$ cat src/rtl/priv_trap_pkg.sv
package priv_trap_pkg;
  typedef enum logic [2:0] {
    OP_NONE     = 3'd0,
    OP_SET_MODE = 3'd1,
    OP_IE_ON    = 3'd2,
    OP_IE_OFF   = 3'd3,
    OP_LD_BASE  = 3'd4,
    OP_LD_LIMIT = 3'd5,
    OP_HALT     = 3'd6,
    OP_RETURN   = 3'd7
  } priv_op_e;

  localparam int unsigned NUM_CAUSE = 4;

  // index is also priority: lower wins
  typedef enum logic [1:0] {
    CAUSE_FETCH = 2'd0,
    CAUSE_DATA  = 2'd1,
    CAUSE_INSN  = 2'd2,
    CAUSE_SCALL = 2'd3
  } cause_e;

  localparam logic MODE_KERNEL = 1'b0;
  localparam logic MODE_USER   = 1'b1;
endpackage

$ cat src/rtl/priv_bounds_chk.sv
module priv_bounds_chk #(
  parameter int unsigned AW = 32
) (
  input  logic [AW-1:0] base_i,
  input  logic [AW-1:0] limit_i,
  input  logic [AW-1:0] addr_i,
  output logic          in_range_o
);
  logic [AW:0] top_w;
  assign top_w      = {1'b0, base_i} + {1'b0, limit_i};
  assign in_range_o = (addr_i >= base_i) && ({1'b0, addr_i} < top_w);
endmodule

$ cat src/rtl/priv_cause_arb.sv
module priv_cause_arb
  import priv_trap_pkg::*;
#(
  parameter int unsigned   AW           = 32,
  parameter int unsigned   NIRQ         = 4,
  parameter logic [AW-1:0] VEC_FETCH    = AW'(32'h0008_0000),
  parameter logic [AW-1:0] VEC_DATA     = AW'(32'h0010_0000),
  parameter logic [AW-1:0] VEC_INSN     = AW'(32'h0010_0480),
  parameter logic [AW-1:0] VEC_SCALL    = AW'(32'h0012_3010),
  parameter logic [AW-1:0] IRQ_BASE     = AW'(32'h0000_2000),
  parameter int unsigned   IRQ_SHIFT    = 4
) (
  input  logic [NUM_CAUSE-1:0] cause_i,
  input  logic [NIRQ-1:0]      irq_i,
  input  logic                 ie_i,
  output logic                 enter_o,
  output logic                 irq_take_o,
  output logic [AW-1:0]        vec_o
);
  localparam int unsigned IW = (NIRQ > 1) ? $clog2(NIRQ) : 1;

  logic            sync_take;
  cause_e          csel;
  logic [NIRQ-1:0] irq_live;
  logic [IW-1:0]   isel;
  logic [AW-1:0]   cvec;

  assign irq_live = irq_i & {NIRQ{ie_i}};

  always_comb begin
    sync_take = 1'b0;
    csel      = CAUSE_FETCH;
    for (int i = NUM_CAUSE - 1; i >= 0; i--) begin
      if (cause_i[i]) begin
        sync_take = 1'b1;
        csel      = cause_e'(i[1:0]);
      end
    end
    isel = '0;
    for (int j = NIRQ - 1; j >= 0; j--) begin
      if (irq_live[j]) isel = j[IW-1:0];
    end
    case (csel)
      CAUSE_FETCH: cvec = VEC_FETCH;
      CAUSE_DATA:  cvec = VEC_DATA;
      CAUSE_INSN:  cvec = VEC_INSN;
      default:     cvec = VEC_SCALL;
    endcase
  end

  assign irq_take_o = !sync_take && (|irq_live);
  assign enter_o    = sync_take || irq_take_o;
  assign vec_o      = sync_take ? cvec : IRQ_BASE + (AW'(isel) << IRQ_SHIFT);
endmodule

$ cat src/rtl/priv_trap_unit.sv
module priv_trap_unit
  import priv_trap_pkg::*;
#(
  parameter int unsigned   AW        = 32,
  parameter int unsigned   NIRQ      = 4,
  parameter logic [AW-1:0] VEC_FETCH = AW'(32'h0008_0000),
  parameter logic [AW-1:0] VEC_DATA  = AW'(32'h0010_0000),
  parameter logic [AW-1:0] VEC_INSN  = AW'(32'h0010_0480),
  parameter logic [AW-1:0] VEC_SCALL = AW'(32'h0012_3010),
  parameter logic [AW-1:0] IRQ_BASE  = AW'(32'h0000_2000),
  parameter int unsigned   IRQ_SHIFT = 4
) (
  input  logic            clk_i,
  input  logic            rst_ni,
  input  logic [AW-1:0]   pc_i,
  input  logic            ifetch_i,
  input  logic [AW-1:0]   iaddr_i,
  input  logic            dacc_i,
  input  logic [AW-1:0]   daddr_i,
  input  logic [2:0]      priv_op_i,
  input  logic [AW-1:0]   wdata_i,
  input  logic            syscall_i,
  input  logic [NIRQ-1:0] irq_i,
  output logic            redirect_valid_o,
  output logic [AW-1:0]   redirect_pc_o,
  output logic            mode_o,
  output logic            bounds_fault_o,
  output logic            halted_o
);
  localparam int unsigned NREF = 2;  // 0 fetch, 1 data

  logic          mode_q, ie_q, halted_q, redir_valid_q, fault_q;
  logic          saved_mode_q, saved_ie_q;
  logic [AW-1:0] base_q, limit_q, saved_pc_q, redir_pc_q;

  logic [NREF-1:0]      ref_valid, in_range, ref_fault;
  logic [NREF-1:0][AW-1:0] ref_addr;
  logic                 user, bad_insn, enter, irq_take, rtt_take;
  logic [NUM_CAUSE-1:0] causes;
  logic [AW-1:0]        vec;
  priv_op_e             op;

  assign user      = (mode_q == MODE_USER);
  assign op        = priv_op_e'(priv_op_i);
  assign ref_valid = {dacc_i, ifetch_i};
  assign ref_addr  = {daddr_i, iaddr_i};

  for (genvar g = 0; g < NREF; g++) begin : g_ref
    priv_bounds_chk #(.AW(AW)) u_chk (
      .base_i     (base_q),
      .limit_i    (limit_q),
      .addr_i     (ref_addr[g]),
      .in_range_o (in_range[g])
    );
    assign ref_fault[g] = user && ref_valid[g] && !in_range[g];
  end

  assign bad_insn = user && (op != OP_NONE);
  assign causes   = {syscall_i, bad_insn, ref_fault[1], ref_fault[0]};

  priv_cause_arb #(
    .AW(AW), .NIRQ(NIRQ),
    .VEC_FETCH(VEC_FETCH), .VEC_DATA(VEC_DATA),
    .VEC_INSN(VEC_INSN), .VEC_SCALL(VEC_SCALL),
    .IRQ_BASE(IRQ_BASE), .IRQ_SHIFT(IRQ_SHIFT)
  ) u_arb (
    .cause_i    (causes),
    .irq_i      (irq_i),
    .ie_i       (ie_q),
    .enter_o    (enter),
    .irq_take_o (irq_take),
    .vec_o      (vec)
  );

  assign rtt_take = !enter && !user && (op == OP_RETURN);

  always_ff @(posedge clk_i or negedge rst_ni) begin
    if (!rst_ni) begin
      mode_q        <= MODE_KERNEL;
      ie_q          <= 1'b0;
      halted_q      <= 1'b0;
      base_q        <= '0;
      limit_q       <= '0;
      saved_pc_q    <= '0;
      saved_mode_q  <= MODE_KERNEL;
      saved_ie_q    <= 1'b0;
      redir_valid_q <= 1'b0;
      redir_pc_q    <= '0;
      fault_q       <= 1'b0;
    end else begin
      redir_valid_q <= enter || rtt_take;
      fault_q       <= |ref_fault;
      if (enter) begin
        saved_pc_q   <= pc_i;
        saved_mode_q <= mode_q;
        saved_ie_q   <= ie_q;
        mode_q       <= MODE_KERNEL;
        ie_q         <= 1'b0;
        halted_q     <= 1'b0;
        redir_pc_q   <= vec;
      end else if (rtt_take) begin
        redir_pc_q <= saved_pc_q;
        mode_q     <= saved_mode_q;
        ie_q       <= saved_ie_q;
      end else if (!user) begin
        case (op)
          OP_SET_MODE: mode_q   <= wdata_i[0];
          OP_IE_ON:    ie_q     <= 1'b1;
          OP_IE_OFF:   ie_q     <= 1'b0;
          OP_LD_BASE:  base_q   <= wdata_i;
          OP_LD_LIMIT: limit_q  <= wdata_i;
          OP_HALT:     halted_q <= 1'b1;
          default: ;
        endcase
      end
    end
  end

  assign redirect_valid_o = redir_valid_q;
  assign redirect_pc_o    = redir_pc_q;
  assign mode_o           = mode_q;
  assign bounds_fault_o   = fault_q;
  assign halted_o         = halted_q;
endmodule

$ cat config.mk
export PLATFORM = sky130hd
export DESIGN_NAME = priv_trap_unit
export DESIGN_NICKNAME = d
export VERILOG_FILES = /design/src/rtl/priv_trap_pkg.sv /design/src/rtl/priv_bounds_chk.sv /design/src/rtl/priv_cause_arb.sv /design/src/rtl/priv_trap_unit.sv
export SDC_FILE = /design/constraint.sdc
export NUM_CORES = 1
export LEC_CHECK = 0
export BUFFER_PORTS_ARGS = -buffer_cell sky130_fd_sc_hd__buf_4
export CAP_MARGIN = 20
export CORE_MARGIN = 2
export CORE_UTILIZATION = 59
export CTS_CLUSTER_SIZE = 28
export DETAILED_ROUTE_END_ITERATION = 10
export GPL_ROUTABILITY_DRIVEN = 0
export PLACE_DENSITY = 0.87
export SYNTH_ARGS = -nofsm -noshare
export SYNTH_HDL_FRONTEND = slang
export SYNTH_HIERARCHICAL = 1
export SYNTH_SLANG_ARGS = --single-unit
$ cat constraint.sdc
create_clock -name clk_i -period 6.25 [get_ports clk_i]
set_input_delay 1.25 -clock clk_i [delete_from_list [all_inputs] [get_ports clk_i]]
set_output_delay 1.25 -clock clk_i [all_outputs]
set_load 0.005 [all_outputs]
# Word level (Yosys, flattened, before mapping)
# Cells that the tools add are included.
# W data, S select, Z words.
[totals]
ff_bits = 135
input_bits = 140
output_inout_bits = 36
word_cells = 89
[op_classes]
n_addsub = 2
magnitude_cmp = 4
n_eq_ne = 12
muxes = 28
n_bitwise = 4
reduce_logical = 28
[op_table]
columns = ["op", "n"]
rows = [
  ["$mux W32", 3],
  ["$lt A32 B33 Y1", 2],
  ["$ge A32 B32 Y1", 2],
  ["$pmux W21 S3", 1],
  ["$add A32 B32 Y33", 1],
  ["$mux W2", 8],
  ["$add A14 B6 Y15 const A", 1],
  ["$mux W1", 15],
  ["$eq A3 B3 Y1 const B", 4],
  ["$logic_and A1 B1 Y1", 10],
  ["$reduce_and A4 Y1", 2],
  ["$eq A3 B2 Y1 const B", 2],
  ["$logic_not A1 Y1", 5],
  ["$and A4 B4 Y4", 1],
  ["$reduce_bool A2 Y1", 2],
  ["$reduce_bool A4 Y1", 1],
  ["$reduce_or A4 Y1", 1],
  ["$eq A3 B1 Y1 const B", 1],
  ["$ne A3 B1 Y1 const B", 1],
  ["$not A1 Y1", 3],
  ["$reduce_and A3 Y1", 1],
  ["$reduce_bool A3 Y1", 1],
  ["$eq A2 B1 Y1 const B", 1],
  ["$eq A2 B2 Y1 const B", 1],
  ["other kinds (7)", 8],
]

# Depth between registers and ports, before layout
[logic_depth]
ltp_word = 15
mapped_depth = 28
ltp_nobuf = 25

# Hierarchy
# Netlist, hierarchy kept.
[modules_own_cells]
columns = ["module", "instances", "cells_per_inst", "area_per_inst_um2", "seq_area_each_um2"]
rows = [
  ["priv_trap_unit", 1, 345, 5320.1, 3378.2],
  ["priv_bounds_chk (g_ref[1].u_chk)", 1, 448, 3250.6, 0.0],
  ["priv_bounds_chk (g_ref[0].u_chk)", 1, 399, 3071.7, 0.0],
  ["priv_cause_arb", 1, 43, 304.0, 0.0],
]

# Worst setup path before layout
# No wires, ideal clock.
[synth_path]
kind = "register to register"
startpoint = "reg base_q[0]"
endpoint = "reg limit_q[0]"
setup_time_ps = 125
arrival_time_ps = 5575
required_ps = 6125
path_slack_ps = 550
stages_incl_launch_ff = 28
path_buffers = 3
period_less_slack_ps = 5700
cell_sequence = "dfrtp_1 > ha_1 > fa_1 > a21o_1 > a2111oi_4 > nor3_2 > a41o_1 > a41oi_2 > a21oi_1 > nor4bb_1 > nor3_1 > ha_1 > a21o_1 > a211oi_1 > o21ai_0 > a2111oi_0 > o21ai_0 > a21oi_1 > o32a_1 > nor2_1 > nor4_1 > nand2_1 > buf_2 > nor2_1 > and3b_1 > buf_6 > buf_6 > mux2_2"
[synth_via]
word_cells_on_any_way = 22
cone_classes = "1 x add/sub; 4 x order compare; 2 x mux; 2 x bitwise; 13 x reduce/logical"
[synth_rtl]
columns = ["element", "line", "source"]
rows = [
  ["start, declared", "priv_trap_unit.sv:34", "logic [AW-1:0] base_q, limit_q, saved_pc_q, redir_pc_q;"],
  ["start signal, assigned", "priv_trap_unit.sv:110", "OP_LD_BASE: base_q <= wdata_i;"],
  ["$add A32 B32 Y33", "priv_bounds_chk.sv:10", "assign top_w = {1'b0, base_i} + {1'b0, limit_i};"],
  ["$lt A32 B33 Y1", "priv_bounds_chk.sv:11", "assign in_range_o = (addr_i >= base_i) && ({1'b0, addr_i} < top_w);"],
  ["$logic_and A1 B1 Y1 *", "priv_bounds_chk.sv:11", ""],
  ["net in_range[0]", "priv_trap_unit.sv:36", "logic [NREF-1:0] ref_valid, in_range, ref_fault;"],
  ["$logic_not A1 Y1 *", "priv_trap_unit.sv:55", "assign ref_fault[g] = user && ref_valid[g] && !in_range[g];"],
  ["$logic_and A1 B1 Y1 *", "priv_trap_unit.sv:55", ""],
  ["net causes[0]", "priv_trap_unit.sv:39", "logic [NUM_CAUSE-1:0] causes;"],
  ["$mux W1 *", "priv_cause_arb.sv:34", "if (cause_i[i]) begin"],
  ["$logic_not A1 Y1", "priv_cause_arb.sv:51", "assign irq_take_o = !sync_take && (|irq_live);"],
  ["$logic_and A1 B1 Y1", "priv_cause_arb.sv:51", ""],
  ["$logic_or A1 B1 Y1 *", "priv_cause_arb.sv:52", "assign enter_o = sync_take || irq_take_o;"],
  ["net enter", "priv_trap_unit.sv:38", "logic user, bad_insn, enter, irq_take, rtt_take;"],
  ["$logic_not A1 Y1", "priv_trap_unit.sv:75", "assign rtt_take = !enter && !user && (op == OP_RETURN);"],
  ["$logic_and A1 B1 Y1 (2 in series)", "priv_trap_unit.sv:75", ""],
  ["$not A1 Y1 (no source line)", "--", ""],
  ["$reduce_and A4 Y1 (no source line) *", "--", ""],
  ["end signal, assigned", "priv_trap_unit.sv:111", "OP_LD_LIMIT: limit_q <= wdata_i;"],
  ["end, declared", "priv_trap_unit.sv:34", ""],
]
# The timed path passes the listed nets; every way through them passes the cells marked *.
# A chain may end at the register's enable or synchronous reset.

# Final worst setup path
[layout_path]
startpoint = "reg base_q[0]"
endpoint = "reg limit_q[15]"
[layout_via]
elab_chain_len = 15
word_cells_on_any_way = 22
cone_classes = "1 x add/sub; 4 x order compare; 2 x mux; 2 x bitwise; 13 x reduce/logical"
[layout_lines]
columns = ["element", "line"]
rows = [
  ["$add A32 B32 Y33", "priv_bounds_chk.sv:10"],
  ["$lt A32 B33 Y1", "priv_bounds_chk.sv:11"],
  ["$logic_and A1 B1 Y1 *", "priv_bounds_chk.sv:11"],
  ["net in_range[1]", "priv_trap_unit.sv:36"],
  ["$logic_not A1 Y1 *", "priv_trap_unit.sv:55"],
  ["$logic_and A1 B1 Y1 *", "priv_trap_unit.sv:55"],
  ["net causes[1]", "priv_trap_unit.sv:39"],
  ["$mux W1 * (2 in series)", "priv_cause_arb.sv:34"],
  ["$logic_not A1 Y1", "priv_cause_arb.sv:51"],
  ["$logic_and A1 B1 Y1", "priv_cause_arb.sv:51"],
  ["$logic_or A1 B1 Y1 *", "priv_cause_arb.sv:52"],
  ["net enter", "priv_trap_unit.sv:38"],
  ["$logic_not A1 Y1", "priv_trap_unit.sv:75"],
  ["$logic_and A1 B1 Y1 (2 in series)", "priv_trap_unit.sv:75"],
  ["$not A1 Y1 (no source line)", "--"],
  ["$reduce_and A4 Y1 (no source line) *", "--"],
]
# Marks and branches as above.

==> flow_summary.yaml <==
final_layout:
  num_antenna_cells: 0
  regArea_um2: 3380
  area_growth_pct: 19.8
  multiInputGateArea_um2: 8000
  nets: 1753
  drive_above_1_share: 0.256
  nFillCells: 1430
  fin_util: 0.714
  fin_area_um2: 14300
drt:
  vias: 10500
  ant_nets: 0
  drc_errors: 0
  dr.pass1.iters: 6
  totalWireLength_um: 32900
  via_per_inst: 6.16
  drt_iter0_markers: 631
  routedWlPerCell_um: 19.3
global_route:
  grtUsageTotal: 0.307
  grt_pass1_vias: 10800
  antenna_found_initial: 0
  grt_pass1_wl_um: 53300
  grt_max_degree: 92
  overflow: 0
floorplanning:
  core-area_um2: 20000
  die_w_um: 146
  io_pins: 176
  start_util: 0.596
  die_y_um: 146
  num_rows: 52
  die_area_um2: 21400
timing:
  min_period_ns: 6.03
  setup_violations: 0
  max_slew_margin: 0.439
  final_max_slew_viol_count: 0
  hold_ws_ns: 0.484
  hold_violations: 0
  tightest_slew_ns: 0.841
  post-route-period-util: 0.965
  layout_setup_ws_ns: 0.220
  clock-skew-final_ns: 0.00795
  max_freq_mhz: 166
clock_tree:
  root_buffer: "clkbuf_16"
  cts_buffers: 17
  clk-insertion-delay-late_ns: 0.42
  cts_sinks: 135
  cts.clk_slew.worst_paths_ns: 0.06
  cts_buffer_depth: 2
  cts_max_level: 4
  cts_tree: "built"
run_status:
  status: "finished clean"
setup_path:
  rr_worst_depth: 26
  worstPathArrival_ns: 6.33
  worst_setup_path_start_kind: "flip-flop"
  worstPathMaxFanout: 16
  crit_type: "flip-flop to flip-flop"
  required_ns: 6.55
  critPathCaptureType: "flip-flop"
place:
  io_buffers: 175
  hpwl_um: 25000
  postPlaceCellArea_um2: 13500
  dpl_worst_slack_ns: -0.110
power:
  vdd_ir_drop_max_mv: 0.195
  p_total_w: 0.00645
  p_per_area_nw_per_um2: 451
  p_leak_nw: 7.00
run:
  max_cap_violations: 0
hold_path:
  worstHoldPathCells: 1
  holdCritPathClass: "flip-flop to flip-flop"
logic_synthesis:
  yosys_warnings: 6
  syn_inst: 1233
  syn_area_um2: 11900
  postSynthAreaPerCell_um2: 9.68
[metal layers]
layer  GRT usage  wire length [µm]  part of all wire  vias up
met5           0                 0                 0        -
met4       0.116              1060             0.032        0
met3      0.0809              3160             0.096       79
met2       0.513             15400              0.47      491
met1       0.384             13300              0.40     4984
li1            -                 -                 -     4937
[metrics by stage]
| step | setup TNS, ns | cells |
|---|---|---|
| final | 0 | 1704 |
| after global routing | -0.460 | 1704 |
| after CTS | 0 | 1700 |
| after detailed placement | -4.03 | 1664 |
| after global placement | 0 | 1664 |
| after floorplan | 0 | 1255 |
[sequential cells by signal, summed over array words and instances (netlist names)]
register,count
base_q,32
bounds_fault_o,1
halted_o,1
ie_q,1
limit_q,32
mode_o,1
redirect_pc_o,32
redirect_valid_o,1
saved_ie_q,1
saved_mode_q,1
saved_pc_q,32
[power by group]
group          total (W)  switching, W  internal, W
sequential       0.00128      0.000212      0.00106
combinational    0.00414       0.00226      0.00187
clock            0.00104      0.000379     0.000657
[worst max-delay path, stage by stage (launching register included)]
cell,delay [ns]
dfrtp_1,0.38
buf_4,0.15
ha_1,0.23
fa_1,0.43
a21o_1,0.22
a221oi_4,0.31
o21ai_2,0.14
a311o_1,0.34
a21o_1,0.21
a21oi_2,0.14
xor2_1,0.09
ha_1,0.32
nand4_1,0.08
or3_1,0.40
or4_1,0.58
a21oi_1,0.21
a21oi_1,0.12
a31oi_1,0.24
a32oi_2,0.11
nor2_2,0.15
nor4_2,0.07
nand2_2,0.12
nor2_4,0.05
and3b_2,0.25
buf_4,0.14
buf_12,0.15
mux2_2,0.28
[placed cells by master (no fill, tap or decap), types with 4 or more instances in the layout]
master     instances
nor3_1            19
xnor2_1           30
and3_1             8
buf_4            198
inv_1             86
mux2_1             6
nand4_1           29
o21bai_1           7
nor2_1            46
nand4b_1           4
buf_12             5
o21ai_0           51
a221o_1           33
a21oi_2            4
a21o_1            54
conb_1            23
a41oi_1            5
clkbuf_16         17
nor2b_1           14
clkinv_2           5
nand2b_1          11
nand3_1           15
a2111oi_0          5
dfrtp_1          135
a21oi_1           96
nand2_1           48
mux2_2            90
o21ai_1            4
or2_2              4
xor2_1            25
o211ai_1           9
and2_1            35
a211oi_1          12
a31oi_1            9
o21a_1            11
ha_1             189
[final cells by class]
class,count,share of cell area
clock buffer,20,0.0326
inverter,86,0.0226
timing repair buffer,207,0.115
tap,270,0.0236
sequential,135,0.236
clock inverter,12,0.0104
multi-input combinational,974,0.559
[worst paths after layout]
kind / start / endpoint / slack (ns)
worst max-delay path: base_q[0] / limit_q[15] / 0.22
worst min-delay path: saved_mode_q / mode_o / 0.48
worst min register to register: saved_mode_q / mode_o / 0.48
max in group asynchronous: rst_ni / saved_pc_q[30] / 4.22
worst max register to register: base_q[0] / limit_q[15] / 0.22
min in group asynchronous: rst_ni / base_q[24] / 0.89
[repair_timing]
action	CTS	global route
buffers inserted	3	4
gates resized for setup	5	22
pin swaps	4	14
endpoints found under the setup margin	86	113
hold endpoints to repair	0	0
hold buffers	0	0
cloned	1	0
Note: power is estimated with default switching activity, not from simulation.
